## src/rtl/i2c_byte_rx_pkg.sv

```systemverilog
package i2c_byte_rx_pkg;

    typedef enum logic [2:0] {
        LN_IDLE, LN_START, LN_LOW, LN_HIGH, LN_HOLD, LN_STOP_A, LN_STOP_B, LN_STOP_C
    } line_state_e;

    localparam logic [1:0] ADDR_CTRL = 2'd0;
    localparam logic [1:0] ADDR_STAT = 2'd1;
    localparam logic [1:0] ADDR_DATA = 2'd2;

    localparam logic [3:0] LAST_BIT = 4'd8;
    localparam logic [3:0] BYTE_BIT = 4'd7;

    // low nibble of a CTRL write
    typedef struct packed {
        logic go_stop;
        logic busy;
        logic nack;
        logic tx;
    } ctrl_wr_t;

    function automatic logic scl_pull_for(line_state_e st);
        case (st)
            LN_LOW, LN_HOLD, LN_STOP_A: return 1'b1;
            default:                    return 1'b0;
        endcase
    endfunction

    function automatic logic sda_pull_for(line_state_e st, logic [3:0] bitn,
                                          logic frame_tx, logic tx_msb, logic nack);
        case (st)
            LN_START, LN_STOP_A, LN_STOP_B: return 1'b1;
            LN_LOW, LN_HIGH: begin
                if (bitn == LAST_BIT) return frame_tx ? 1'b0 : !nack;
                return frame_tx ? !tx_msb : 1'b0;
            end
            default: return 1'b0;
        endcase
    endfunction

endpackage

```

## src/rtl/i2c_byte_rx_tick.sv

```systemverilog
module i2c_byte_rx_tick #(
    parameter int HALF_CYC = 8
) (
    input  logic clk,
    input  logic rst,
    output logic tick
);
    localparam int CW = (HALF_CYC > 2) ? $clog2(HALF_CYC) : 1;
    localparam logic [CW-1:0] LAST = CW'(HALF_CYC - 1);

    logic [CW-1:0] cnt_q;

    always_ff @(posedge clk) begin
        if (rst || cnt_q == LAST) cnt_q <= '0;
        else                      cnt_q <= cnt_q + 1'b1;
    end

    assign tick = (cnt_q == LAST);
endmodule

```

## src/rtl/i2c_byte_rx_line.sv

```systemverilog
module i2c_byte_rx_line
    import i2c_byte_rx_pkg::*;
(
    input  logic       clk,
    input  logic       rst,
    input  logic       tick,
    input  logic       start_req,
    input  logic       byte_req,
    input  logic       stop_req,
    input  logic [7:0] tx_byte,
    input  logic       nack_sel,
    input  logic       sda_in,
    output logic       scl_pull,
    output logic       sda_pull,
    output logic       busy,
    output logic       hold,
    output logic       edge_ok,
    output logic       stop_pend,
    output logic       rx_pend,
    output logic       ninth_rise,
    output logic       rx_load,
    output logic [7:0] rx_byte,
    output logic       ack_in
);
    line_state_e st_q;
    logic [3:0]  bit_q;
    logic [7:0]  sh_q;
    logic        frame_tx_q, start_pend_q, rx_pend_q, stop_pend_q;
    logic        scl_q, sda_q, ack_q;
    logic        sync1_q, sda_s;

    always_ff @(posedge clk) begin
        if (rst) begin
            st_q         <= LN_IDLE;
            bit_q        <= '0;
            sh_q         <= '0;
            frame_tx_q   <= 1'b1;
            start_pend_q <= 1'b0;
            rx_pend_q    <= 1'b0;
            stop_pend_q  <= 1'b0;
            scl_q        <= 1'b0;
            sda_q        <= 1'b0;
            ack_q        <= 1'b0;
            sync1_q      <= 1'b1;
            sda_s        <= 1'b1;
        end else begin
            sync1_q <= sda_in;
            sda_s   <= sync1_q;
            if (start_req) start_pend_q <= 1'b1;
            if (byte_req)  rx_pend_q    <= 1'b1;
            if (stop_req)  stop_pend_q  <= 1'b1;
            scl_q <= scl_pull_for(st_q);
            // data moves only under a low clock, or in start/stop phases
            if (scl_q || st_q inside {LN_IDLE, LN_START, LN_STOP_C})
                sda_q <= sda_pull_for(st_q, bit_q, frame_tx_q, sh_q[7], nack_sel);
            if (tick) begin
                case (st_q)
                    LN_IDLE: if (start_pend_q) begin
                        st_q         <= LN_START;
                        start_pend_q <= 1'b0;
                        sh_q         <= tx_byte;
                        frame_tx_q   <= 1'b1;
                    end
                    LN_START: begin
                        st_q  <= LN_LOW;
                        bit_q <= '0;
                    end
                    LN_LOW: st_q <= LN_HIGH;
                    LN_HIGH: begin
                        sh_q <= {sh_q[6:0], sda_s};
                        if (bit_q == LAST_BIT) begin
                            st_q <= LN_HOLD;
                            if (frame_tx_q) ack_q <= sda_s;
                        end else begin
                            bit_q <= bit_q + 1'b1;
                            st_q  <= LN_LOW;
                        end
                    end
                    LN_HOLD: begin
                        if (stop_pend_q) begin
                            st_q        <= LN_STOP_A;
                            stop_pend_q <= 1'b0;
                            rx_pend_q   <= 1'b0;
                        end else if (rx_pend_q) begin
                            st_q       <= LN_LOW;
                            rx_pend_q  <= 1'b0;
                            bit_q      <= '0;
                            frame_tx_q <= 1'b0;
                        end
                    end
                    LN_STOP_A: st_q <= LN_STOP_B;
                    LN_STOP_B: st_q <= LN_STOP_C;
                    default:   st_q <= LN_IDLE;
                endcase
            end
        end
    end

    assign scl_pull   = scl_q;
    assign sda_pull   = sda_q;
    assign busy       = (st_q != LN_IDLE) || start_pend_q;
    assign hold       = (st_q == LN_HOLD);
    assign edge_ok    = st_q inside {LN_IDLE, LN_START, LN_STOP_C};
    assign stop_pend  = stop_pend_q;
    assign rx_pend    = rx_pend_q;
    assign ninth_rise = (st_q == LN_HIGH) && (bit_q == LAST_BIT) && scl_q;
    assign rx_load    = tick && (st_q == LN_HIGH) && (bit_q == BYTE_BIT) && !frame_tx_q;
    assign rx_byte    = {sh_q[6:0], sda_s};
    assign ack_in     = ack_q;
endmodule

```

## src/rtl/i2c_byte_rx_master.sv

```systemverilog
module i2c_byte_rx_master
    import i2c_byte_rx_pkg::*;
#(
    parameter int HALF_CYC = 8
) (
    input  logic       clk,
    input  logic       rst,
    input  logic       wr_en,
    input  logic       rd_en,
    input  logic [1:0] addr,
    input  logic [7:0] wdata,
    output logic [7:0] rdata,
    output logic       irq,
    output logic       scl_pull,
    output logic       sda_pull,
    input  logic       sda_in
);
    logic       tick;
    logic       tx_sel_q, nack_sel_q, flag_q;
    logic [7:0] tx_byte_q, data_q;
    logic       eng_busy, eng_hold, eng_edge_ok, eng_stop_pend, eng_rx_pend;
    logic       ninth_rise, rx_load, ack_in;
    logic [7:0] rx_byte;
    ctrl_wr_t   cw;
    logic       wr_ctrl, start_req, stop_req, byte_req;

    assign cw        = ctrl_wr_t'(wdata[3:0]);
    assign wr_ctrl   = wr_en && (addr == ADDR_CTRL);
    assign start_req = wr_ctrl && cw.busy && cw.go_stop && !eng_busy;
    assign stop_req  = wr_ctrl && !cw.busy && !cw.go_stop && eng_busy;
    assign byte_req  = rd_en && (addr == ADDR_DATA) && !tx_sel_q && eng_busy;

    i2c_byte_rx_tick #(.HALF_CYC(HALF_CYC)) u_tick (
        .clk(clk), .rst(rst), .tick(tick)
    );

    i2c_byte_rx_line u_line (
        .clk(clk), .rst(rst), .tick(tick),
        .start_req(start_req), .byte_req(byte_req), .stop_req(stop_req),
        .tx_byte(tx_byte_q), .nack_sel(nack_sel_q), .sda_in(sda_in),
        .scl_pull(scl_pull), .sda_pull(sda_pull), .busy(eng_busy),
        .hold(eng_hold), .edge_ok(eng_edge_ok), .stop_pend(eng_stop_pend),
        .rx_pend(eng_rx_pend), .ninth_rise(ninth_rise), .rx_load(rx_load),
        .rx_byte(rx_byte), .ack_in(ack_in)
    );

    always_ff @(posedge clk) begin
        if (rst) begin
            tx_sel_q   <= 1'b1;
            nack_sel_q <= 1'b0;
            flag_q     <= 1'b0;
            tx_byte_q  <= '0;
            data_q     <= '0;
        end else begin
            if (wr_ctrl) begin
                tx_sel_q   <= cw.tx;
                nack_sel_q <= cw.nack;
            end
            if (wr_en && addr == ADDR_DATA) tx_byte_q <= wdata;
            if (rx_load) data_q <= rx_byte;
            if (ninth_rise)                                     flag_q <= 1'b1;
            else if (wr_en && addr == ADDR_STAT && !wdata[0])   flag_q <= 1'b0;
        end
    end

    always_comb begin
        case (addr)
            ADDR_CTRL: rdata = {5'b0, eng_busy, nack_sel_q, tx_sel_q};
            ADDR_STAT: rdata = {6'b0, ack_in, flag_q};
            ADDR_DATA: rdata = data_q;
            default:   rdata = 8'h00;
        endcase
    end

    assign irq = flag_q;
endmodule

```

## config.mk

```make
export PLATFORM = sky130hd
export DESIGN_NAME = i2c_byte_rx_master
export DESIGN_NICKNAME = d
export VERILOG_FILES = /design/src/rtl/i2c_byte_rx_pkg.sv /design/src/rtl/i2c_byte_rx_tick.sv /design/src/rtl/i2c_byte_rx_line.sv /design/src/rtl/i2c_byte_rx_master.sv
export SDC_FILE = /design/constraint.sdc
export NUM_CORES = 1
export LEC_CHECK = 0
export CORE_AREA = 5 5 82 92
export CTS_CLUSTER_DIAMETER = 120
export DETAILED_ROUTE_END_ITERATION = 10
export DIE_AREA = 0 0 87 97
export GPL_ROUTABILITY_DRIVEN = 0
export REMOVE_ABC_BUFFERS = 1
export SYNTH_ARGS = -nofsm -noshare
export SYNTH_HDL_FRONTEND = slang
export SYNTH_SLANG_ARGS = --single-unit
export TNS_END_PERCENT = 1
```

## constraint.sdc

```tcl
create_clock -name clk -period 5.58 [get_ports clk]
set_input_delay 0.558 -clock clk [delete_from_list [all_inputs] [get_ports clk]]
set_output_delay 0.558 -clock clk [all_outputs]
set_load 0.01 [all_outputs]
```

==> out/results.ini, run 1 <==
[power_and_ir_drop]
ir_worst_vdd_mv = 0.208
p_leak_nw = 0.920
power_density_nw_per_um2 = 229

[final_layout]
diodes = 0
drive_gt1_share_pct = 7.36
area_growth_pct = 15.7
fill_cells = 644
fin_nets = 276
final_area_sq_um = 2550

[grt]
grt_max_degree = 52
grt_pass1_wl_microns = 8120
grt-ovfl-total = 0
first_global_vias = 1703
grtUsageTotal_pct = 11.7
antenna_found_initial = 0

[setup_path]
critPathMaxStageDelay_ns = 0.57
slowest_stage = clkdlybuf4s50_1
end_kind = output port
crit_type = in -> out
worstPathArrival_ns = 2.20
rr_startpoint = u_tick.cnt_q[0]
cp.required_ns = 5.02
rrSetupSlack_ns = 3.27
start_kind = primary input
crit_fanout = 17
path_common_cell = clkdlybuf4s50_1
r2r-end = data_q[6]
worstRegToRegCells = 6
cp_cell_sequence = clkdlybuf4s50_1, nor2b_1, buf_4, nand2_1, o21ai_0, clkdlybuf4s50_1

[floorplanning]
io_pins = 26
core.rowCount = 31
die_h_microns = 97
core_area_sq_um = 6480
initial_utilization_pct = 34.0
fp.dieW_microns = 87
die_area_sq_um = 8440

[place]
dpl.hpwl_microns = 3220
post-place-ws_ns = 2.82
numPortBuffers = 25
placed_area_sq_um = 2450

[sta]
max-slew-margin-rel_pct = 38.4
fmaxAchievable_mhz = 363
drv_slew = 0
finalSetupTns_ns = 0
setup_ws_ns = 2.82
finalCriticalPeriod_ns = 2.76
hold_viol_final = 0
worst_pin_slew_ns = 0.924
fin_crit_sh_pct = 49.4
setup_viol = 0
fin_skew_ns = 0.00546
rsz0062_at_grt = no

[cts]
cts_htree_levels = 2
cts_sinks = 46
numCtsBuffers = 5
root_buffer = clkbuf_8
insertion_delay_ns = 0.30
post-cts-setup-buffer-count = 0
clkTransAtPathRegs_ns = 0.09
cts_tree = built
clock_path_buffers = 2
cts-resized-gates = 0
hold_buffers = 0

[routing]
first_pass_iters = 4
drt_iter0_markers = 105
drc = 0
wire_per_inst_microns = 13.6
viasPerCell = 5.15
ant_nets = 0
vias = 1752
routed_wl_microns = 4640

[hold_path]
hold_path.startpoint = u_line.sync1_q
hp-class = reg -> reg
min_to = u_line.sda_s
hold_depth = 1

[logic_synthesis]
synth_edf_count = 0
yosysWarnings = 0
synthCells = 242
synth_ff_type = dfxtp_1
ys_ff_latch = 46
ys_seq_area_share_pct = 41.8
postSynth.asyncResetShare_pct = 0
ys_types = 49
syn_avg_cell_area_sq_um = 9.09
synth_area_sq_um = 2200

[flow_run]
max_cap_violations = 0

[outcome]
status = completed

-- worst max-delay path: cells and delay by family --
kind / cells / cell delay [ns]
compound gates: 1 / 0.07
buf+inv: 3 / 1.34
simple gates: 2 / 0.22
-- through the flow --
| stage | util (%) | hold slack [ns] | cells | total power (W) |
|---|---|---|---|---|
| 2_1_floorplan | - | 0.389 | 224 | 0.000356 |
| 3_3_place_gp | 37.9 | 0.394 | 332 | 0.000379 |
| 3_5_place_dp | 37.9 | 0.396 | 332 | 0.000379 |
| 4_1_cts | 39.3 | 0.420 | 340 | 0.000592 |
| 5_1_grt | 39.3 | 0.445 | 340 | 0.000608 |
| 6_report | 39.3 | 0.417 | 340 | 0.000583 |
-- state kept, by name, summed over array words and instances, names as in the netlist, 3 cells and up --
signal	flops
data_q	8
tx_byte_q	8
u_line.sh_q	8
u_line.bit_q	4
u_line.st_q	3
u_tick.cnt_q	3
-- logic make-up (layout without fill, tap and decap cells) --
kind of cell | count (synthesis) | after routing | share of synthesized area [%]
AND/OR/NAND/NOR | 98 | 98 | 24.2
adder cells (fa/ha/maj) | 4 | 4 | 2.27
buffers and inverters | 25 | 41 | 5.91
AO/OA/AOI/OAI | 47 | 47 | 15.8
flip-flops | 46 | 46 | 41.8
multiplexers | 22 | 22 | 10.0
-- power breakdown --
group,leakage (nW),total (W),switching [W],internal [W]
clock network,0.0447,0.000212,0.000121,0.0000905
logic,0.502,0.0000354,0.0000181,0.0000173
registers,0.372,0.000336,0.00000247,0.000333
-- per-layer routing --
layer	global-route usage, %	part of all wire [%]	vias up
met3	2.29	3.0	7
met5	0	0	-
li1	-	-	904
met4	4.20	1.4	0
met2	19.1	49	21
met1	15.2	47	820
-- how the worst max path moves through the flow --
stage	end	start	slack, ns
floorplan	data_q[0]	u_tick.cnt_q[0]	3.64
global placement	rdata[0]	addr[1]	2.83
detailed placement	rdata[1]	addr[1]	2.82
CTS	rdata[1]	addr[1]	2.81
global route	rdata[1]	addr[1]	2.69
finish	rdata[1]	addr[1]	2.82
-- Yosys cell counts (all sizes together) (2+ instances only) --
library cell	count	area, sq um
nand2	15	56.3
or2	2	12.5
nand2b	5	31.3
inv	7	26.3
a211oi	9	77.6
nor3b	4	30.0
nor3	6	30.0
a32oi	3	26.3
o21ai	5	25.0
nand3	11	55.1
o31ai	3	22.5
dfxtp	46	921
o22ai	2	12.5
mux2i	22	220
nor2b	3	18.8
a21oi	12	71.3
and3b	2	17.5
and4b	3	30.0
nor2	29	109
and2	6	37.5
nand4	3	18.8
or4	2	18.8
ha	4	50.1
o2111ai	2	17.5
clkbuf	7	26.3
buf	11	77.6
-- cells in the final DEF, fill, tap and decap left out, drive strengths merged, types with 2 or more instances in the layout --
cell	n
dfxtp	46
nor2	29
clkdlybuf4s50	24
mux2i	22
nand2	15
a21oi	12
nand3	11
a211oi	9
inv	8
and2	6
nor3	6
o21ai	5
nand2b	5
clkbuf	5
nor3b	4
ha	4
nor2b	3
a32oi	3
and4b	3
nand4	3
o31ai	3
o22ai	2
and3b	2
or2	2
o2111ai	2
or4	2
buf	2
-- layout make-up --
cell class,instances,area [sq um],area share (%)
timing repair buffer,26,253,9.93
sequential,46,921,36.2
multi-input combinational,171,1150,45.2
inverter,7,26.3,1.03
tap,82,103,4.03
clock inverter,3,25.0,0.983
clock buffer,5,68.8,2.70
No activity file was read; power rests on OpenSTA's default activity.
==> run 2: changes to the inputs <==
==> constraint.sdc (replaced) <==
create_clock -name clk -period 2.35 [get_ports clk]
set_input_delay 0.235 -clock clk [delete_from_list [all_inputs] [get_ports clk]]
set_output_delay 0.235 -clock clk [all_outputs]
set_load 0.01 [all_outputs]
==> run 2 against run 1 <==
Effect of this change: combinational power is 150% higher; first-iteration DRC count fell by 14%; power rose to 2.5 times the previous value; clock power grew to 2.8 times the previous value; cell area increased by 3.2%; sequential share of layout area fell by 1.1 points; worst setup slack worse by 2.8 ns; routed wire length is 2.9% higher; largest cell class unchanged.
==> out/results.ini, run 2 (same netlist as run 1, synthesis figures left out) <==
[power_and_ir_drop]
internal_power_w = 0.00115  ; +160%
p_leak_nw = 0.966  ; +5.0%
ir_worst_vdd_mv = 0.333  ; +60%
sw_frac_of_total_pct = 22.0  ; -2.3 points
seqPwrFrac_pct = 53.9  ; -3.7 points
p_comb_share_pct = 5.9  ; -0.2 points
power_density_nw_per_um2 = 562  ; +150%
total_power_w = 0.00148  ; +150%
power.switching_w = 0.000326  ; +130%
clockPowerShare_pct = 40.2  ; +3.8 points

[floorplanning]
die_h_microns = 97  ; unchanged
initial_utilization_pct = 34.0  ; unchanged
die_area_sq_um = 8440  ; unchanged
core_area_sq_um = 6480  ; unchanged
core.rowCount = 31  ; unchanged
fp.dieW_microns = 87  ; unchanged
io_pins = 26  ; unchanged

[flow_run]
max_cap_violations = 0  ; unchanged

[final_layout]
fill_cells = 653  ; +1.4%
mostFrequentLayoutCells = 46 x dfxtp_1, 29 x nor2_1, 24 x clkdlybuf4s50_1
diodes = 0  ; unchanged
utilization_pct = 40.6  ; +1.3 points
mostFrequentLayoutCell = dfxtp_1
final_area_sq_um = 2630  ; +3.2%
top_regs = data_q x8, tx_byte_q x8, u_line.sh_q x8
fin_nets = 283  ; +2.5%
drive_gt1_share_pct = 9.43  ; +2.1 points
area_growth_pct = 19.4

[sta]
fin_crit_sh_pct = 97.0
setup_viol = 0  ; unchanged
finalCriticalPeriod_ns = 2.28
max-slew-margin-rel_pct = 56.5  ; +18 points
fin_hold_ws_ns = 0.393  ; -0.0245 ns
fin_skew_ns = 0.00563  ; +0.000174 ns
fmaxAchievable_mhz = 439
drv_slew = 0  ; unchanged
hold_viol_final = 0  ; unchanged
rsz0062_at_grt = no
worst_pin_slew_ns = 0.651  ; -0.274 ns
finalSetupTns_ns = 0  ; unchanged

[routing]
ant_nets = 0  ; unchanged
viasPerCell = 5.10  ; -1.1%
first_pass_iters = 4  ; unchanged
drt_iter0_markers = 90  ; -14%
vias = 1768  ; +0.91%
routed_wl_microns = 4780  ; +2.9%
drc = 0  ; unchanged
wire_per_inst_microns = 13.8  ; +0.85%

[setup_path]
critPathMaxStageDelay_ns = 0.61  ; +0.04 ns
cp.required_ns = 2.12  ; -2.90 ns
end_kind = output port
worstPathArrival_ns = 2.04  ; -0.16 ns
crit_fanout = 13  ; -4
crit_type = reg -> out
start_kind = flip-flop
cp_cell_sequence = or4_4, mux2i_1, nor2_1, clkdlybuf4s50_1
slowest_stage = or4_4

[cts]
clkTransAtPathRegs_ns = 0.09  ; about the same
cts_tree = built
clock_path_buffers = 2  ; unchanged
root_buffer = clkbuf_8
post-cts-setup-buffer-count = 0  ; unchanged
insertion_delay_ns = 0.30  ; about the same
cts_sinks = 46  ; unchanged
cts_htree_levels = 2  ; unchanged
cts-resized-gates = 0  ; unchanged
numCtsBuffers = 5  ; unchanged
hold_buffers = 0  ; unchanged

[place]
numPortBuffers = 25  ; unchanged
placed_area_sq_um = 2520  ; +2.7%
dpl.hpwl_microns = 3430  ; +6.4%

[outcome]
status = completed

[hold_path]
hp-class = in -> reg

[grt]
grt-ovfl-total = 0  ; unchanged
grt_pass1_wl_microns = 8320  ; +2.5%
antenna_found_initial = 0  ; unchanged
grtUsageTotal_pct = 12.1  ; +0.39 points
first_global_vias = 1718  ; +0.88%
grt_max_degree = 30  ; -42%

run 2: per-stage QoR:
stage	setup slack (ns)	cells
6_report	0.0713	347
3_3_place_gp	0.244	339
4_1_cts	0.0744	347
3_5_place_dp	0.222	339
2_1_floorplan	0.406	224
5_1_grt	0.00656	347
run 2: path summary, 6_finish.rpt:
kind         cells after the start  slack, ns      endpoint            start
max                              4       0.07      rdata[2]   u_line.st_q[1]
min                              2       0.39     data_q[5]              rst
max reg2reg                      6       0.33     data_q[6]  u_tick.cnt_q[0]
min reg2reg                      1       0.42  u_line.sda_s   u_line.sync1_q
run 2: power by group through the flow:
stage | Combinational, W | Clock (W) | Sequential [W]
6_report | 0.0000872 | 0.000594 | 0.000797
5_1_grt | 0.0000954 | 0.000639 | 0.000799
4_1_cts | 0.0000881 | 0.000609 | 0.000797
3_5_place_dp | 0.0000878 | 0 | 0.000816
3_3_place_gp | 0.0000870 | 0 | 0.000815
2_1_floorplan | 0.0000315 | 0 | 0.000814
run 2: cell type report:
class,count,area (sq um),area share (%)
Multi-Input combinational cell,171,1150,43.8
Sequential cell,46,921,35.0
Timing Repair Buffer,33,318,12.1
Tap cell,82,103,3.90
Clock buffer,6,72.6,2.76
Clock inverter,2,37.5,1.43
Inverter,7,26.3,1.00
run 2: critical path, delay by kind of cell (launching register included):
kind / cells / cell delay, ns
buffers and inverters: 1 / 0.48
multiplexers: 1 / 0.15
flip-flops: 1 / 0.44
AND/OR/NAND/NOR: 2 / 0.67
run 2: layer usage:
metal / routed length [microns] / global-route usage [%] / vias up
met1: 2240 / 15.4 / 818
met5: 0 / 0 / -
met4: 81 / 3.96 / 0
met3: 184 / 2.97 / 8
li1: - / - / 909
met2: 2270 / 19.8 / 33
==> run 3: changes to the inputs <==
--- a/config.mk
+++ b/config.mk
@@ -5,10 +5,11 @@
 export SDC_FILE = /design/constraint.sdc
 export NUM_CORES = 1
 export LEC_CHECK = 0
-export CORE_AREA = 5 5 82 92
+export ABC_AREA = 1
+export CORE_AREA = 5 5 83 93
 export CTS_CLUSTER_DIAMETER = 120
 export DETAILED_ROUTE_END_ITERATION = 10
-export DIE_AREA = 0 0 87 97
+export DIE_AREA = 0 0 88 98
 export GPL_ROUTABILITY_DRIVEN = 0
 export REMOVE_ABC_BUFFERS = 1
 export SYNTH_ARGS = -nofsm -noshare
==> run 3 against run 2 <==
Effect of this change: synthesized cell count grew 33%; combinational power rose by 8.8%; fmax up 6.8%; sequential power hardly changed; clock power is 1% lower; clock skew rose by 0.0012 ns; largest cell class unchanged; largest power group unchanged.
==> out/results.ini, run 3 <==
[logic_synthesis]
synth_ff_type = dfxtp_1
synth_area_sq_um = 2250  ; +2.0%
postSynth.asyncResetShare_pct = 0  ; unchanged
synth_top_area_share_pct = 41.0  ; -0.84 points
synth_edf_count = 0  ; unchanged
yosysMostFrequentCell = nand2_1
ys_ff_latch = 46  ; unchanged
syn_avg_cell_area_sq_um = 6.95  ; -24%
ys_types = 26  ; -47%
synth_area_leaders = dfxtp_1 41%, nand2_1 12%, inv_1 7.4%, nor2_1 6.9%, a21oi_1 5.8%
synthCells = 323  ; +33%
ys_seq_area_share_pct = 41.0  ; -0.84 points
synthTopCellsByCount = 70 x nand2_1, 46 x dfxtp_1, 44 x inv_1
yosysWarnings = 0  ; unchanged
synth_area_leader_cell = dfxtp_1

[floorplanning]
initial_utilization_pct = 33.2  ; -0.79 points
core_area_sq_um = 6770  ; +4.5%
die_h_microns = 98  ; +1.0%
fp.dieW_microns = 88  ; +1.1%
io_pins = 26  ; unchanged
die_area_sq_um = 8620  ; +2.2%
core.rowCount = 32  ; +3.2%

[flow_run]
max_cap_violations = 0  ; unchanged

[setup_path]
crit_type = reg -> out
end_kind = output port
cp_num_buf_inv = 2  ; +1
slowest_stage = clkdlybuf4s50_1
rr_startpoint = u_line.st_q[2]
cp.required_ns = 2.12  ; about the same
crit_fanout = 9  ; -4
r2r-end = u_line.sh_q[2]
start_kind = flip-flop
cp_cell_sequence = inv_2, nand2_2, nor2_1, o22ai_1, clkdlybuf4s50_1
worstRegToRegCells = 7  ; +1
cp.depth = 5  ; +1
critPathMaxStageDelay_ns = 0.56  ; -0.05 ns
rrSetupSlack_ns = 0.78  ; +0.45 ns
crit_family = buffers and inverters
worstPathArrival_ns = 1.90  ; -0.14 ns

[grt]
antenna_found_initial = 0  ; unchanged
grt_max_degree = 17  ; -43%
grtUsageTotal_pct = 13.2  ; +1.1 points
first_global_vias = 1988  ; +16%
grt_pass1_wl_microns = 9210  ; +11%
grt-ovfl-total = 0  ; unchanged

[power_and_ir_drop]
power_density_nw_per_um2 = 552  ; -1.9%
p_leak_nw = 1.12  ; +16%
ir_worst_vdd_mv = 0.321  ; -3.6%

[place]
numPortBuffers = 25  ; unchanged
dpl.hpwl_microns = 3860  ; +13%

[cts]
cts_htree_levels = 2  ; unchanged
numCtsBuffers = 5  ; unchanged
root_buffer = clkbuf_8
cts-resized-gates = 0  ; unchanged
post-cts-setup-buffer-count = 0  ; unchanged
cts_tree = built
clock_path_buffers = 2  ; unchanged
insertion_delay_ns = 0.30  ; about the same
cts_sinks = 46  ; unchanged
clkTransAtPathRegs_ns = 0.09  ; about the same
hold_buffers = 0  ; unchanged

[final_layout]
top_regs = data_q x8, tx_byte_q x8, u_line.sh_q x8
diodes = 0  ; unchanged
multiInputGateArea_sq_um = 1080  ; -5.7%
area_growth_pct = 19.4  ; about the same
fill_cells = 758  ; +16%
ff_latch_area_sq_um = 921  ; unchanged
drive_gt1_share_pct = 8.86  ; -0.58 points
mostFrequentLayoutCells = 70 x nand2_1, 46 x dfxtp_1, 44 x inv_1
mostFrequentLayoutCell = nand2_1
utilization_pct = 39.6  ; -0.94 points
fin_nets = 368  ; +30%

[sta]
finalCriticalPeriod_ns = 2.13  ; -0.145 ns
setup_viol = 0  ; unchanged
fmaxAchievable_mhz = 469  ; +6.8%
fin_skew_ns = 0.00685  ; +0.00122 ns
worst_pin_slew_ns = 0.370  ; -0.281 ns
fin_crit_sh_pct = 90.8  ; -6.2 points
finalSetupTns_ns = 0  ; unchanged
rsz0062_at_grt = no
drv_slew = 0  ; unchanged
hold_viol_final = 0  ; unchanged
max-slew-margin-rel_pct = 75.3  ; +19 points

[hold_path]
hold_depth = 1  ; -1
hold_path.startpoint = u_line.sync1_q
hp-class = reg -> reg
min_to = u_line.sda_s

[routing]
first_pass_iters = 4  ; unchanged
wire_per_inst_microns = 11.7  ; -15%
vias = 2047  ; +16%
drt_iter0_markers = 141  ; +57%
drc = 0  ; unchanged
routed_wl_microns = 5110  ; +7.0%
ant_nets = 0  ; unchanged
viasPerCell = 4.71  ; -7.6%

[outcome]
status = completed

==> run 3: through the flow <==
step | setup slack [ns] | std cells | power [W] | hold WS, ns | area, sq um
floorplan | 0.872 | 312 | 0.000856 | 0.304 | 2180
global placement | 0.343 | 427 | 0.000910 | 0.394 | 2570
detailed placement | 0.299 | 427 | 0.000911 | 0.403 | 2570
CTS | 0.201 | 435 | 0.00150 | 0.425 | 2680
global route | 0.0720 | 435 | 0.00154 | 0.445 | 2680
finish | 0.216 | 435 | 0.00148 | 0.419 | 2680
==> run 3: layer usage <==
layer	vias up	wire length, microns	GRT usage [%]
met1	911	2510	17.4
li1	1087	-	-
met5	-	0	0
met2	40	2260	21.2
met4	0	107	4.72
met3	9	229	2.87
==> run 3: final cells by class <==
| cell class | count | area share [%] |
|---|---|---|
| multi-input cells | 220 | 40.5 |
| flip-flops and latches | 46 | 34.3 |
| repair buffers | 30 | 10.7 |
| inverters | 46 | 6.44 |
| well taps | 85 | 3.97 |
| clock buffers | 5 | 2.57 |
| clock inverters | 3 | 1.49 |
==> run 3: worst max-delay path by stage <==
stage / startpoint / end
floorplan: u_line.st_q[2] / u_line.bit_q[3]
global placement: addr[1] / rdata[0]
detailed placement: addr[1] / rdata[1]
CTS: u_line.st_q[2] / rdata[2]
global route: u_line.st_q[2] / rdata[2]
finish: u_line.st_q[2] / rdata[2]
==> run 3: cells by family after synthesis <==
family	share of synthesized area (%)
and+or+nand+nor	32.2
AOI/OAI and AO/OA	13.9
buffers and inverters	10.7
DFF	41.0
adders and majority gates	2.23
==> run 3: power breakdown <==
part           internal (W)  switching, W
clock              0.000313      0.000273
combinational     0.0000445     0.0000504
sequential         0.000792    0.00000567
